===== src/rtl/frg_pkg.sv =====
package frg_pkg;

    localparam int N_RANGE   = 4;
    localparam int N_ENABLE  = 2;
    localparam int PER_EN    = N_RANGE / N_ENABLE;
    localparam int ADDR_W    = 32;
    localparam int DATA_W    = 32;
    localparam int PAGE_W    = 12;
    localparam int OFS_W     = 12;
    localparam int TAG_W     = ADDR_W - PAGE_W - OFS_W;
    localparam int CFG_W     = 2 * PAGE_W + 2;
    localparam logic [TAG_W-1:0] WIN_TAG = '1;

    typedef enum logic [2:0] {
        SEL_RNG0 = 3'd0,
        SEL_RNG1 = 3'd1,
        SEL_RNG2 = 3'd2,
        SEL_RNG3 = 3'd3,
        SEL_CTRL = 3'd4,
        SEL_VCLR = 3'd5
    } cfg_sel_e;

    typedef struct packed {
        logic              wr_prot;
        logic              rd_prot;
        logic [PAGE_W-1:0] size;
        logic [PAGE_W-1:0] base;
    } range_t;

    function automatic range_t word_to_range(input logic [CFG_W-1:0] w);
        range_t r;
        r.base    = w[PAGE_W-1:0];
        r.size    = w[2*PAGE_W-1:PAGE_W];
        r.rd_prot = w[2*PAGE_W];
        r.wr_prot = w[2*PAGE_W+1];
        return r;
    endfunction

    function automatic logic page_hit(input range_t r, input logic [PAGE_W-1:0] pg);
        logic [PAGE_W:0] lim;
        lim = {1'b0, r.base} + {1'b0, r.size};
        return (r.size != '0) && (pg >= r.base) && ({1'b0, pg} < lim);
    endfunction

endpackage


===== src/rtl/frg_bank.sv =====
module frg_bank
    import frg_pkg::*;
(
    input  logic                    clk,
    input  logic                    rst,
    input  logic                    cfg_we,
    input  logic [2:0]              cfg_sel,
    input  logic [CFG_W-1:0]        cfg_wdata,
    output range_t [N_RANGE-1:0]    rng_q
);

    logic [N_RANGE-1:0] taken_q;

    for (genvar g = 0; g < N_RANGE; g++) begin : g_rng
        // one accepted write per register after reset
        always_ff @(posedge clk) begin
            if (rst) begin
                rng_q[g]   <= '0;
                taken_q[g] <= 1'b0;
            end else if (cfg_we && (cfg_sel == 3'(g)) && !taken_q[g]) begin
                rng_q[g]   <= word_to_range(cfg_wdata);
                taken_q[g] <= 1'b1;
            end
        end
    end

endmodule


===== src/rtl/frg_ctrl.sv =====
module frg_ctrl
    import frg_pkg::*;
(
    input  logic                clk,
    input  logic                rst,
    input  logic                cfg_we,
    input  logic [2:0]          cfg_sel,
    input  logic [CFG_W-1:0]    cfg_wdata,
    input  logic                viol_set,
    output logic [N_ENABLE-1:0] en_q,
    output logic                lock_q,
    output logic                viol_q
);

    logic ctrl_wr;
    logic clr_wr;

    assign ctrl_wr = cfg_we && (cfg_sel == SEL_CTRL) && !lock_q;
    assign clr_wr  = cfg_we && (cfg_sel == SEL_VCLR) && cfg_wdata[0];

    // enables and lock load together, frozen once lock is set
    always_ff @(posedge clk) begin
        if (rst) begin
            en_q   <= '0;
            lock_q <= 1'b0;
        end else if (ctrl_wr) begin
            en_q   <= cfg_wdata[N_ENABLE-1:0];
            lock_q <= cfg_wdata[N_ENABLE];
        end
    end

    // set has priority over clear
    always_ff @(posedge clk) begin
        if (rst)           viol_q <= 1'b0;
        else if (viol_set) viol_q <= 1'b1;
        else if (clr_wr)   viol_q <= 1'b0;
    end

endmodule


===== src/rtl/frg_match.sv =====
module frg_match
    import frg_pkg::*;
(
    input  range_t              rng,
    input  logic                active,
    input  logic                in_win,
    input  logic                is_wr,
    input  logic [PAGE_W-1:0]   page,
    output logic                deny
);

    logic forbid;

    // protection bit picked by access kind
    assign forbid = is_wr ? rng.wr_prot : rng.rd_prot;


    assign deny = active && in_win && forbid && page_hit(rng, page);

endmodule


===== src/rtl/flash_range_guard.sv =====
module flash_range_guard
    import frg_pkg::*;
(
    input  logic                clk,
    input  logic                rst,
    input  logic                cfg_we,
    input  logic [2:0]          cfg_sel,
    input  logic [CFG_W-1:0]    cfg_wdata,
    input  logic                req_valid,
    input  logic                req_write,
    input  logic [ADDR_W-1:0]   req_addr,
    input  logic [DATA_W-1:0]   fl_rdata,
    output logic                grant,
    output logic                blocked,
    output logic [DATA_W-1:0]   cpu_rdata,
    output logic                viol_flag
);

    range_t [N_RANGE-1:0] rng_q;
    logic [N_ENABLE-1:0]  en_q;
    logic                 lock_q;
    logic [N_RANGE-1:0]   deny_vec;
    logic                 in_win;
    logic [PAGE_W-1:0]    page;

    assign in_win = (req_addr[ADDR_W-1 -: TAG_W] == WIN_TAG);
    assign page   = req_addr[OFS_W +: PAGE_W];

    frg_bank u_bank (
        .clk       (clk),
        .rst       (rst),
        .cfg_we    (cfg_we),
        .cfg_sel   (cfg_sel),
        .cfg_wdata (cfg_wdata),
        .rng_q     (rng_q)
    );

    frg_ctrl u_ctrl (
        .clk       (clk),
        .rst       (rst),
        .cfg_we    (cfg_we),
        .cfg_sel   (cfg_sel),
        .cfg_wdata (cfg_wdata),
        .viol_set  (blocked),
        .en_q      (en_q),
        .lock_q    (lock_q),
        .viol_q    (viol_flag)
    );

    for (genvar g = 0; g < N_RANGE; g++) begin : g_chk
        frg_match u_match (
            .rng    (rng_q[g]),
            .active (en_q[g / PER_EN]),
            .in_win (in_win),
            .is_wr  (req_write),
            .page   (page),
            .deny   (deny_vec[g])
        );
    end

    // any forbidding active range wins
    assign blocked   = req_valid && (|deny_vec);
    assign grant     = req_valid && !blocked;

    assign cpu_rdata = (blocked && !req_write) ? '1 : fl_rdata;

endmodule


===== config.mk =====
export PLATFORM = sky130hd
export DESIGN_NAME = flash_range_guard
export DESIGN_NICKNAME = d
export VERILOG_FILES = /design/src/rtl/frg_pkg.sv /design/src/rtl/frg_bank.sv /design/src/rtl/frg_ctrl.sv /design/src/rtl/frg_match.sv /design/src/rtl/flash_range_guard.sv
export SDC_FILE = /design/constraint.sdc
export NUM_CORES = 1
export LEC_CHECK = 0
export BUFFER_PORTS_ARGS = -buffer_cell sky130_fd_sc_hd__buf_2
export CAP_MARGIN = 20
export CELL_PAD_IN_SITES_DETAIL_PLACEMENT = 1
export CELL_PAD_IN_SITES_GLOBAL_PLACEMENT = 1
export CORE_MARGIN = 10
export CORE_UTILIZATION = 38
export CTS_BUF_LIST = sky130_fd_sc_hd__clkbuf_4 sky130_fd_sc_hd__clkbuf_8 sky130_fd_sc_hd__clkbuf_16
export DETAILED_ROUTE_END_ITERATION = 12
export PLACE_DENSITY = 0.76
export SLEW_MARGIN = 15
export SYNTH_ARGS = -nofsm -noshare
export SYNTH_HDL_FRONTEND = slang
export SYNTH_SLANG_ARGS = --single-unit

===== constraint.sdc =====
create_clock -name clk -period 4.55 [get_ports clk]
set_clock_uncertainty 0.1 [all_clocks]
set_input_delay 0.91 -clock clk [delete_from_list [all_inputs] [get_ports clk]]
set_output_delay 0.91 -clock clk [all_outputs]
set_load 0.005 [all_outputs]

==> metrics, run 1 <==
clk_lat worst skew 0.36 ns; initial antenna violation count 1; pins over their slew limit 0; Routability Congestion 0.8785; Initial Util 38.62%; GRT Util Overall 22.43%; H-tree depth 3; Clock transition at path regs 0.07 ns; Final WS setup -1.013 ns; Slew HR 31.50%; RSZ-0062 raised after global routing yes; Final Hold Viols 0; startpoint types register; cell row count 54; layout cells sized above 1 24.74%; clock root buffer clkbuf_16; TritonCTS clock tree built; Post-synth EDFFs 0; Arr. time, crit path 4.55 ns; most common cell after layout, fill and taps aside nand2_1; CP required 3.54 ns; Static Leak 4.616 nW; Num CTS Buffers 9; DRC viols 0; Layout Area Growth over Synthesis 28.99%; fillers 2,758; pre-CTS setup slack -0.5869 ns; largest net degree at the start of global routing 62; Mean Syn Cell Area 7.718 um2; Max rail drop VDD 0.1824 mV; number of global-route vias before repair 9,251; Detailed Route Iter0 Violations 554; WL final 32,980 um; CP Class register to output port; Post-DP Area 10,270 um2; num ports 133; Final nets 1,564; CTS Buffer Depth 2; ys flop type dfxtp_1; total of max-cap violations 0; cells after synthesis 1,092; Mapped Area 8428 um2; Util after Layout 49.82%; Die ar. 28,540 um2; Worst-Margin Slew 1.027 ns; Yosys reg bits 112; design area 10,870 um2; status finished with violations; I/O Buffers 120; Ys Warns 0; Initial DRT Pass Iterations 4; Crit. End Element output port; Routed WL per cell 20.54 um; core footprint 21,820 um2; post-synthesis cell type count 59; # diodes 0; PwrDens 215.4 nW/um2; period utilisation layout 122.3%; hold crit path type register to register; clk sinks 112; final setup fails 34; Synth Net Count 1,334; post-synthesis sequential area ratio 26.60%; vias per inst 5.431; Detailed Place HPWL 24,840 um; first-pass GRT wire length 50,690 um; Worst Path Max Fanout 8; Die Ht 168.9 um; ANT nets after route 0; fmax 179.8 MHz; grt total ovfl 0; asr flop ratio synth 0%; Die X 168.9 um; commonest cells after routing, fill and taps aside nand2_1, a21oi_1, ha_1; total number of vias 8,722; failing checks negative setup slack; Final Critical Period 5.563 ns
[area by class of cell]
type | count | area, um2 | area share [%]
Timing Repair Buffer | 257 | 1709 | 15.72
Sequential cell | 112 | 2250 | 20.69
Inverter | 70 | 262.8 | 2.417
Multi-Input combinational cell | 872 | 5993 | 55.13
Clock buffer | 12 | 266.5 | 2.451
Tap cell | 280 | 350.3 | 3.222
Clock inverter | 3 | 40.04 | 0.3683
[cells in the mapped netlist, types with 4 or more instances]
cell type	count	share of area (%)
and3_1	5	0.37
xor2_1	18	1.9
nand2_1	234	10
nor2b_1	16	1.2
buf_6	4	0.53
o21bai_1	5	0.45
a211oi_1	7	0.62
a21o_1	14	1.2
nand4_1	11	0.82
dfxtp_1	112	27
nand3_1	17	1.0
o21a_1	9	0.80
inv_1	70	3.1
nor3_1	11	0.65
a31oi_1	9	0.67
clkbuf_1	34	1.5
xnor2_1	19	2.0
nor2_1	37	1.6
a21oi_1	147	8.7
o21ai_1	7	0.42
fa_1	4	0.95
nor4_1	20	1.5
or3_1	5	0.37
ha_1	140	21
nand2b_1	15	1.1
or2_1	33	2.4
o21ai_0	37	2.2
mux2i_1	5	0.59
[routing by layer]
layer / GRT usage (%) / vias to the layer above / share of wire (%)
li1: - / 4262 / -
met1: 28.48 / 4200 / 44
met2: 37.55 / 202 / 48
met3: 3.868 / 58 / 4.7
met4: 7.419 / 0 / 3.2
met5: 0 / - / 0
[per-stage QoR]
step                      TNS, ns  hold WS (ns)  instances  total power [mW]
after floorplan           -0.1273        0.3357       1092             1.265
after global placement     -16.63        0.3417       1575             1.474
after detailed placement   -19.06        0.3510       1575             1.491
after CTS                  -30.77        0.3612       1598             2.348
after global routing       -38.15        0.3883       1606             2.444
final                      -32.65        0.3639       1606             2.342
[what timing repair did]
action                     in CTS  in global routing
setup endpoints to repair      34                 34
hold buffers                    0                  0
pin swaps                      10                 13
resized for setup              20                  9
buffers inserted                8                  7
cloned                          2                  1
[cell families (layout without fill, tap and decap cells)]
logic type               count (synthesis)  in the layout  synth area share [%]
adder cells (fa/ha/maj)                144            144                 21.73
AND/OR/NAND/NOR                        413            413                 22.40
multiplexers                             5              5                0.5938
AO/OA/AOI/OAI                          273            273                 19.66
XOR/XNOR                                37             37                 3.845
buffers and inverters                  108            342                 5.166
flip-flops                             112            112                 26.60
[sequential cells by signal (all words and copies together) (netlist names)]
name            cells
u_ctrl.viol_q       1
u_bank.taken_q      4
u_ctrl.lock_q       1
u_ctrl.en_q         2
u_bank.rng_q      104
[final timing paths]
kind	startpoint	to	slack [ns]	cells past startpoint
max	u_bank.rng_q[1]$_SDFFE_PP0P_	cpu_rdata[15]	-1.01	21
min	u_bank.rng_q[103]$_SDFFE_PP0P_	u_bank.rng_q[103]$_SDFFE_PP0P_	0.36	2
max reg2reg	u_bank.rng_q[1]$_SDFFE_PP0P_	u_ctrl.viol_q$_SDFFE_PP0P_	0.20	21
min reg2reg	u_bank.rng_q[103]$_SDFFE_PP0P_	u_bank.rng_q[103]$_SDFFE_PP0P_	0.36	2
[critical path, stage by stage, from the launching register on]
cell	delay (ns)
dfxtp_2	0.34
ha_4	0.23
a21o_1	0.19
a21oi_2	0.19
o21ai_2	0.10
a311o_1	0.28
o21ai_2	0.10
o21bai_1	0.11
a21oi_1	0.17
xor2_1	0.10
ha_2	0.22
a2111oi_4	0.33
o21ai_1	0.13
a31oi_2	0.21
a31oi_4	0.13
a221oi_2	0.35
a22oi_2	0.19
a311oi_4	0.28
buf_6	0.17
clkbuf_16	0.14
or2_1	0.10
buf_2	0.12
[report_power, final]
group | total [mW] | internal (mW) | switching, mW
combinational | 0.469 | 0.197 | 0.272
sequential | 1.02 | 1.00 | 0.0187
clock | 0.853 | 0.469 | 0.385
total | 2.34 | 1.67 | 0.676
Note: power is estimated with default switching activity, not from simulation.
==> inputs of run 2 (changes only) <==
--- a/config.mk
+++ b/config.mk
@@ -10,11 +10,12 @@
 export CELL_PAD_IN_SITES_DETAIL_PLACEMENT = 1
 export CELL_PAD_IN_SITES_GLOBAL_PLACEMENT = 1
 export CORE_MARGIN = 10
-export CORE_UTILIZATION = 38
+export CORE_UTILIZATION = 41
 export CTS_BUF_LIST = sky130_fd_sc_hd__clkbuf_4 sky130_fd_sc_hd__clkbuf_8 sky130_fd_sc_hd__clkbuf_16
 export DETAILED_ROUTE_END_ITERATION = 12
-export PLACE_DENSITY = 0.76
+export PLACE_DENSITY = 0.78
 export SLEW_MARGIN = 15
 export SYNTH_ARGS = -nofsm -noshare
 export SYNTH_HDL_FRONTEND = slang
+export SYNTH_HIERARCHICAL = 1
 export SYNTH_SLANG_ARGS = --single-unit
==> metrics, run 2 <==
number of global-route vias before repair 9,451; max reg flops 104; period utilisation layout 119.5%; initial antenna violation count 2; Die X 170.8 um; PwrDens 207.1 nW/um2; clock root buffer clkbuf_16; Mean Syn Cell Area 9.034 um2; WL final 32,400 um; Final Critical Period 5.439 ns; most frequent cell after synthesis nand2b_1; reg-to-reg startpoint u_bank/rng_q[52]$_SDFFE_PP0P_; dominant cell type by area after synthesis dfxtp_1; total of max-cap violations 0; ANT nets after route 0; failing checks negative setup slack; GRT Util Overall 21.62%; Clock transition at path regs 0.08 ns; status finished with violations; post-synthesis cell type count 73; Psw 0.7154 mW; Most flops, register u_bank/rng_q; core footprint 22,500 um2; Routability Congestion 0.8687; hold crit path type register to register; Worst-Margin Slew 1.054 ns; clk sinks 112; R2R setup slack 0.11 ns; grt total ovfl 0; Die Ht 170.8 um; Hold Slack 0.3642 ns; Final nets 1,489; vias per inst 5.649; first-pass GRT wire length 49,510 um; Static Leak 5.385 nW; Seq pwr share 42.5%; Worst Hold Endpoint u_bank/taken_q[3]$_SDFFE_PP0P_; pre-CTS setup slack -0.4974 ns; Initial DRT Pass Iterations 4; CTS Buffer Depth 2; hold path cells 2; Post-synth EDFFs 0; Final Hold Viols 0; cells after synthesis 1,032; RSZ-0062 raised after global routing yes; Arr. time, crit path 4.43 ns; post-synthesis sequential area ratio 24.05%; fmax 183.9 MHz; Detailed Place HPWL 24,700 um; clk_lat worst skew 0.37 ns; Area contributors post-synth dfxtp_1, ha_1, mux2i_1, nand2b_1, inv_1; Internal 1.685 mW; post-synth top area share 24.05%; Worst Path Max Fanout 4; Sw Share 29.80%; final setup fails 34; Util after Layout 51.50%; most common cell after layout, fill and taps aside nand2b_1; Ys Warns 6; worst r2r path cells 23; largest net degree at the start of global routing 111; pins over their slew limit 0; Die ar. 29,170 um2; Initial Util 41.43%; Crit. End Element output port; Sum Neg Setup Slack -28.74 ns; commonest cells after routing, fill and taps aside nand2b_1, ha_1, buf_2; layout cells sized above 1 25.32%; Num CTS Buffers 9; Largest regs u_bank/rng_q: 104 flops, u_bank/taken_q: 4 flops, u_ctrl/en_q: 2 flops; Max rail drop VDD 0.1471 mV; Routed WL per cell 21.06 um; Synth top cells by count nand2b_1, ha_1, dfxtp_1; Slew HR 29.76%; asr flop ratio synth 0%; CTS Hold Bufs 0; ys flop type dfxtp_1; combinational share of power 21.2%; Yosys reg bits 112; H-tree depth 3; Detailed Route Iter0 Violations 302; TritonCTS clock tree built; num ports 133; startpoint types register; HP Start u_bank/taken_q[3]$_SDFFE_PP0P_; cell row count 55; Synth Net Count 1,274; Final WS setup -0.8891 ns; FF-to-FF End u_ctrl/viol_q$_SDFFE_PP0P_; share of total power in the clock network 36.4%; I/O Buffers 120; CP required 3.54 ns; Layout Area Growth over Synthesis 24.32%; CP Class register to output port; Mapped Area 9323 um2; total number of vias 8,694; DRC viols 0
-- run 2: worst max path at each step --
stage	end	startpoint
2_1_floorplan	cpu_rdata[10]	u_bank/rng_q[78]$_SDFFE_PP0P_
3_3_place_gp	cpu_rdata[21]	u_bank/rng_q[78]$_SDFFE_PP0P_
3_5_place_dp	cpu_rdata[14]	u_bank/rng_q[78]$_SDFFE_PP0P_
4_1_cts	cpu_rdata[3]	u_bank/rng_q[78]$_SDFFE_PP0P_
5_1_grt	cpu_rdata[11]	u_bank/rng_q[52]$_SDFFE_PP0P_
6_report	cpu_rdata[11]	u_bank/rng_q[52]$_SDFFE_PP0P_
-- run 2: final cells by class --
cell class              count  area, um2
diodes                      2      5.005
clock buffers              10      239.0
clock inverters             6      75.07
fillers                  2654      10910
inverters                  78      292.8
multi-input cells         808       6798
flip-flops and latches    112       2247
well taps                 285      356.6
repair buffers            238       1577
-- run 2: power groups by stage --
| stage | registers (mW) | logic [mW] | clock network [mW] |
|---|---|---|---|
| detailed placement | 1.04 | 0.480 | 0 |
| global route | 1.02 | 0.560 | 0.935 |
| finish | 1.02 | 0.508 | 0.874 |
| floorplan | 1.04 | 0.278 | 0 |
| global placement | 1.04 | 0.460 | 0 |
| CTS | 1.02 | 0.493 | 0.894 |
-- run 2: cell families after synthesis --
group,after synthesis,synth area share [%]
multiplexers,110,11.85
flip-flops,112,24.05
buffers and inverters,112,5.221
XOR/XNOR,33,3.100
AO/OA/AOI/OAI,210,16.40
AND/OR/NAND/NOR,311,19.73
adder cells (fa/ha/maj),144,19.65
-- run 2: metrics by stage --
step / power [mW] / instance area [um2] / std cells
6_report: 2.401 / 11590 / 1539
3_5_place_dp: 1.522 / 10780 / 1493
5_1_grt: 2.518 / 11590 / 1539
3_3_place_gp: 1.500 / 10780 / 1493
2_1_floorplan: 1.314 / 9323 / 1032
4_1_cts: 2.406 / 11390 / 1528
-- run 2: layer usage --
metal  vias up  wire length, um  global-route usage, %
met2       236            16050                  38.89
met1      4239            13460                  24.23
met3        73             1418                  3.894
met4         0             1478                  9.840
met5         -                0                      0
li1       4146                -                      -
-- run 2: worst max-delay path, stage by stage, from the launching register on --
cell,delay [ns]
dfxtp_2,0.36
ha_4,0.15
inv_2,0.04
fa_2,0.36
nor2b_4,0.15
o2111ai_4,0.16
a31oi_4,0.25
and4_1,0.24
nor3_2,0.05
ha_1,0.34
buf_4,0.15
a22oi_2,0.15
o211ai_1,0.16
a211oi_2,0.28
a311oi_2,0.07
a311oi_1,0.28
buf_4,0.20
o41ai_4,0.08
buf_6,0.16
clkbuf_16,0.15
o21bai_1,0.14
buf_2,0.14
-- run 2: what timing repair did --
action,CTS,global route
pin swaps,12,22
resized for setup,29,20
endpoints found under the setup margin,34,35
buffers inserted,17,7
gates cloned,2,2
==> inputs of run 3 (changes only) <==
--- a/config.mk
+++ b/config.mk
@@ -10,10 +10,10 @@
 export CELL_PAD_IN_SITES_DETAIL_PLACEMENT = 1
 export CELL_PAD_IN_SITES_GLOBAL_PLACEMENT = 1
 export CORE_MARGIN = 10
-export CORE_UTILIZATION = 41
+export CORE_UTILIZATION = 48
 export CTS_BUF_LIST = sky130_fd_sc_hd__clkbuf_4 sky130_fd_sc_hd__clkbuf_8 sky130_fd_sc_hd__clkbuf_16
 export DETAILED_ROUTE_END_ITERATION = 12
-export PLACE_DENSITY = 0.78
+export PLACE_DENSITY = 0.86
 export SLEW_MARGIN = 15
 export SYNTH_ARGS = -nofsm -noshare
 export SYNTH_HDL_FRONTEND = slang
==> constraint.sdc (replaced) <==
create_clock -name clk -period 6.74 [get_ports clk]
set_clock_uncertainty 0.1 [all_clocks]
set_input_delay 1.348 -clock clk [delete_from_list [all_inputs] [get_ports clk]]
set_output_delay 1.348 -clock clk [all_outputs]
set_load 0.005 [all_outputs]
==> metrics, run 3 (same netlist as run 2, synthesis figures left out) <==
Max rail drop VDD 0.1333 mV; WL final 29,250 um; H-tree depth 3; pins over their slew limit 0; CP Class register to output port; Initial DRT Pass Iterations 4; startpoint types register; CTS Buffer Depth 2; Final WS setup 0.6865 ns; clk sinks 112; # placed instances 1,384; hold crit path type register to register; Layout Area Growth over Synthesis 12.08%; Initial Util 49.34%; most common cell after layout, fill and taps aside nand2b_1; Crit. End Element output port; Routability Congestion 0.8815; fmax 165.2 MHz; commonest cells after routing, fill and taps aside nand2b_1, ha_1, buf_2; clock root buffer clkbuf_16; Largest regs u_bank/rng_q: 104 flops, u_bank/taken_q: 4 flops, u_ctrl/en_q: 2 flops; Slew HR 25.09%; I/O Buffers 120; postcts setup bufs 0; DRC viols 0; Die X 159.4 um; status completed; kind of cell adding the most delay to the critical path compound AO/OA/AOI/OAI gates; Most flops, register u_bank/rng_q; TritonCTS clock tree built; Clock transition at path regs 0.08 ns; num ports 133; largest net degree at the start of global routing 91; RSZ-0062 raised after global routing no; Detailed Route Iter0 Violations 323; grt total ovfl 0; number of global-route vias before repair 8,877; initial antenna violation count 1; Static Leak 4.729 nW; CP required 5.29 ns; Detailed Place HPWL 23,570 um; first-pass GRT wire length 46,500 um; final setup fails 0; Final nets 1,378; max reg flops 104; Final Hold Viols 0; post-cts resize count 0; ANT nets after route 0; critical path cell sequence ha_1 -> inv_1 -> fa_1 -> nor2b_1 -> o2111ai_1 -> a31oi_2 -> and4_1 -> nor3_1 -> ha_1 -> a22oi_1 -> o211ai_1 -> a211oi_2 -> a311oi_1 -> a311oi_1 -> o41ai_4 -> buf_4 -> o21bai_1 -> buf_2; pre-CTS setup slack 1.103 ns; Num CTS Buffers 9; PwrDens 149.1 nW/um2; clk_lat worst skew 0.36 ns; Arr. time, crit path 4.61 ns; critical path's largest stage delay 0.73 ns; total number of vias 8,107; CTS Hold Bufs 0; Routed WL per cell 20.86 um; Worst Path Max Fanout 33; Worst-Margin Slew 1.124 ns; Die Ht 159.4 um; Die ar. 25,400 um2; Sum Neg Setup Slack 0 ns; final cell count without fillers 1,402; Final Critical Period 6.054 ns; total of max-cap violations 0; cell row count 50; period utilisation layout 89.81%; core footprint 18,890 um2; slowest CP cell a311oi_1; layout cells sized above 1 15.43%; vias per inst 5.782; WP buf/inv 3; GRT Util Overall 22.52%
-- run 3: final timing paths --
kind,to,depth (start not counted),start,slack [ns]
max,cpu_rdata[14],18,u_bank/rng_q[64]$_SDFFE_PP0P_,0.69
min,u_bank/taken_q[2]$_SDFFE_PP0P_,2,u_bank/taken_q[2]$_SDFFE_PP0P_,0.36
max reg2reg,u_ctrl/viol_q$_SDFFE_PP0P_,20,u_bank/rng_q[78]$_SDFFE_PP0P_,2.24
min reg2reg,u_bank/taken_q[2]$_SDFFE_PP0P_,2,u_bank/taken_q[2]$_SDFFE_PP0P_,0.36
-- run 3: final cells by class --
class	instances	area (um2)
fill	2228	8444
tap	260	325.3
clock buffer	12	254.0
antenna	1	2.502
inverter	78	292.8
sequential	112	2242
multi-input combinational	808	6605
timing repair buffer	127	673.1
clock inverter	4	53.80
-- run 3: power breakdown --
group / switching [mW] / total, mW / internal [mW]
logic: 0.167 / 0.301 / 0.133
clock network: 0.260 / 0.568 / 0.308
registers: 0.0137 / 0.690 / 0.676
-- run 3: metal layers --
layer / vias to the layer above / share of wire, % / global-route usage (%)
met5: - / 0 / 0
met4: 0 / 2.8 / 8.972
met3: 37 / 6.7 / 3.950
met2: 202 / 49 / 40.18
met1: 3951 / 41 / 26.02
li1: 3917 / - / -
-- run 3: metrics by stage --
stage | utilization (%) | power, mW | instance area (um2) | hold slack, ns
global placement | 53.58 | 0.9907 | 10120 | 0.3402
finish | 55.30 | 1.558 | 10450 | 0.3649
detailed placement | 53.58 | 1.004 | 10120 | 0.3548
floorplan | - | 0.8873 | 9323 | 0.3316
CTS | 55.21 | 1.572 | 10430 | 0.3661
global route | 55.30 | 1.637 | 10450 | 0.3888
-- run 3: worst reg2reg max path, stage by stage (launching register included) --
cell and delay (ns):
dfxtp_1 0.37, ha_1 0.18, inv_1 0.06, fa_1 0.41, nor2b_1 0.17, o2111ai_1 0.20, a31oi_2 0.30, and4_1 0.23
nor3_1 0.06, ha_1 0.31, o21a_1 0.12, o21ai_0 0.07, a221o_1 0.30, a311oi_1 0.24, a311oi_1 0.08, buf_4 0.21
o41ai_4 0.27, buf_4 0.36, inv_1 0.10, inv_1 0.15, a21oi_1 0.08
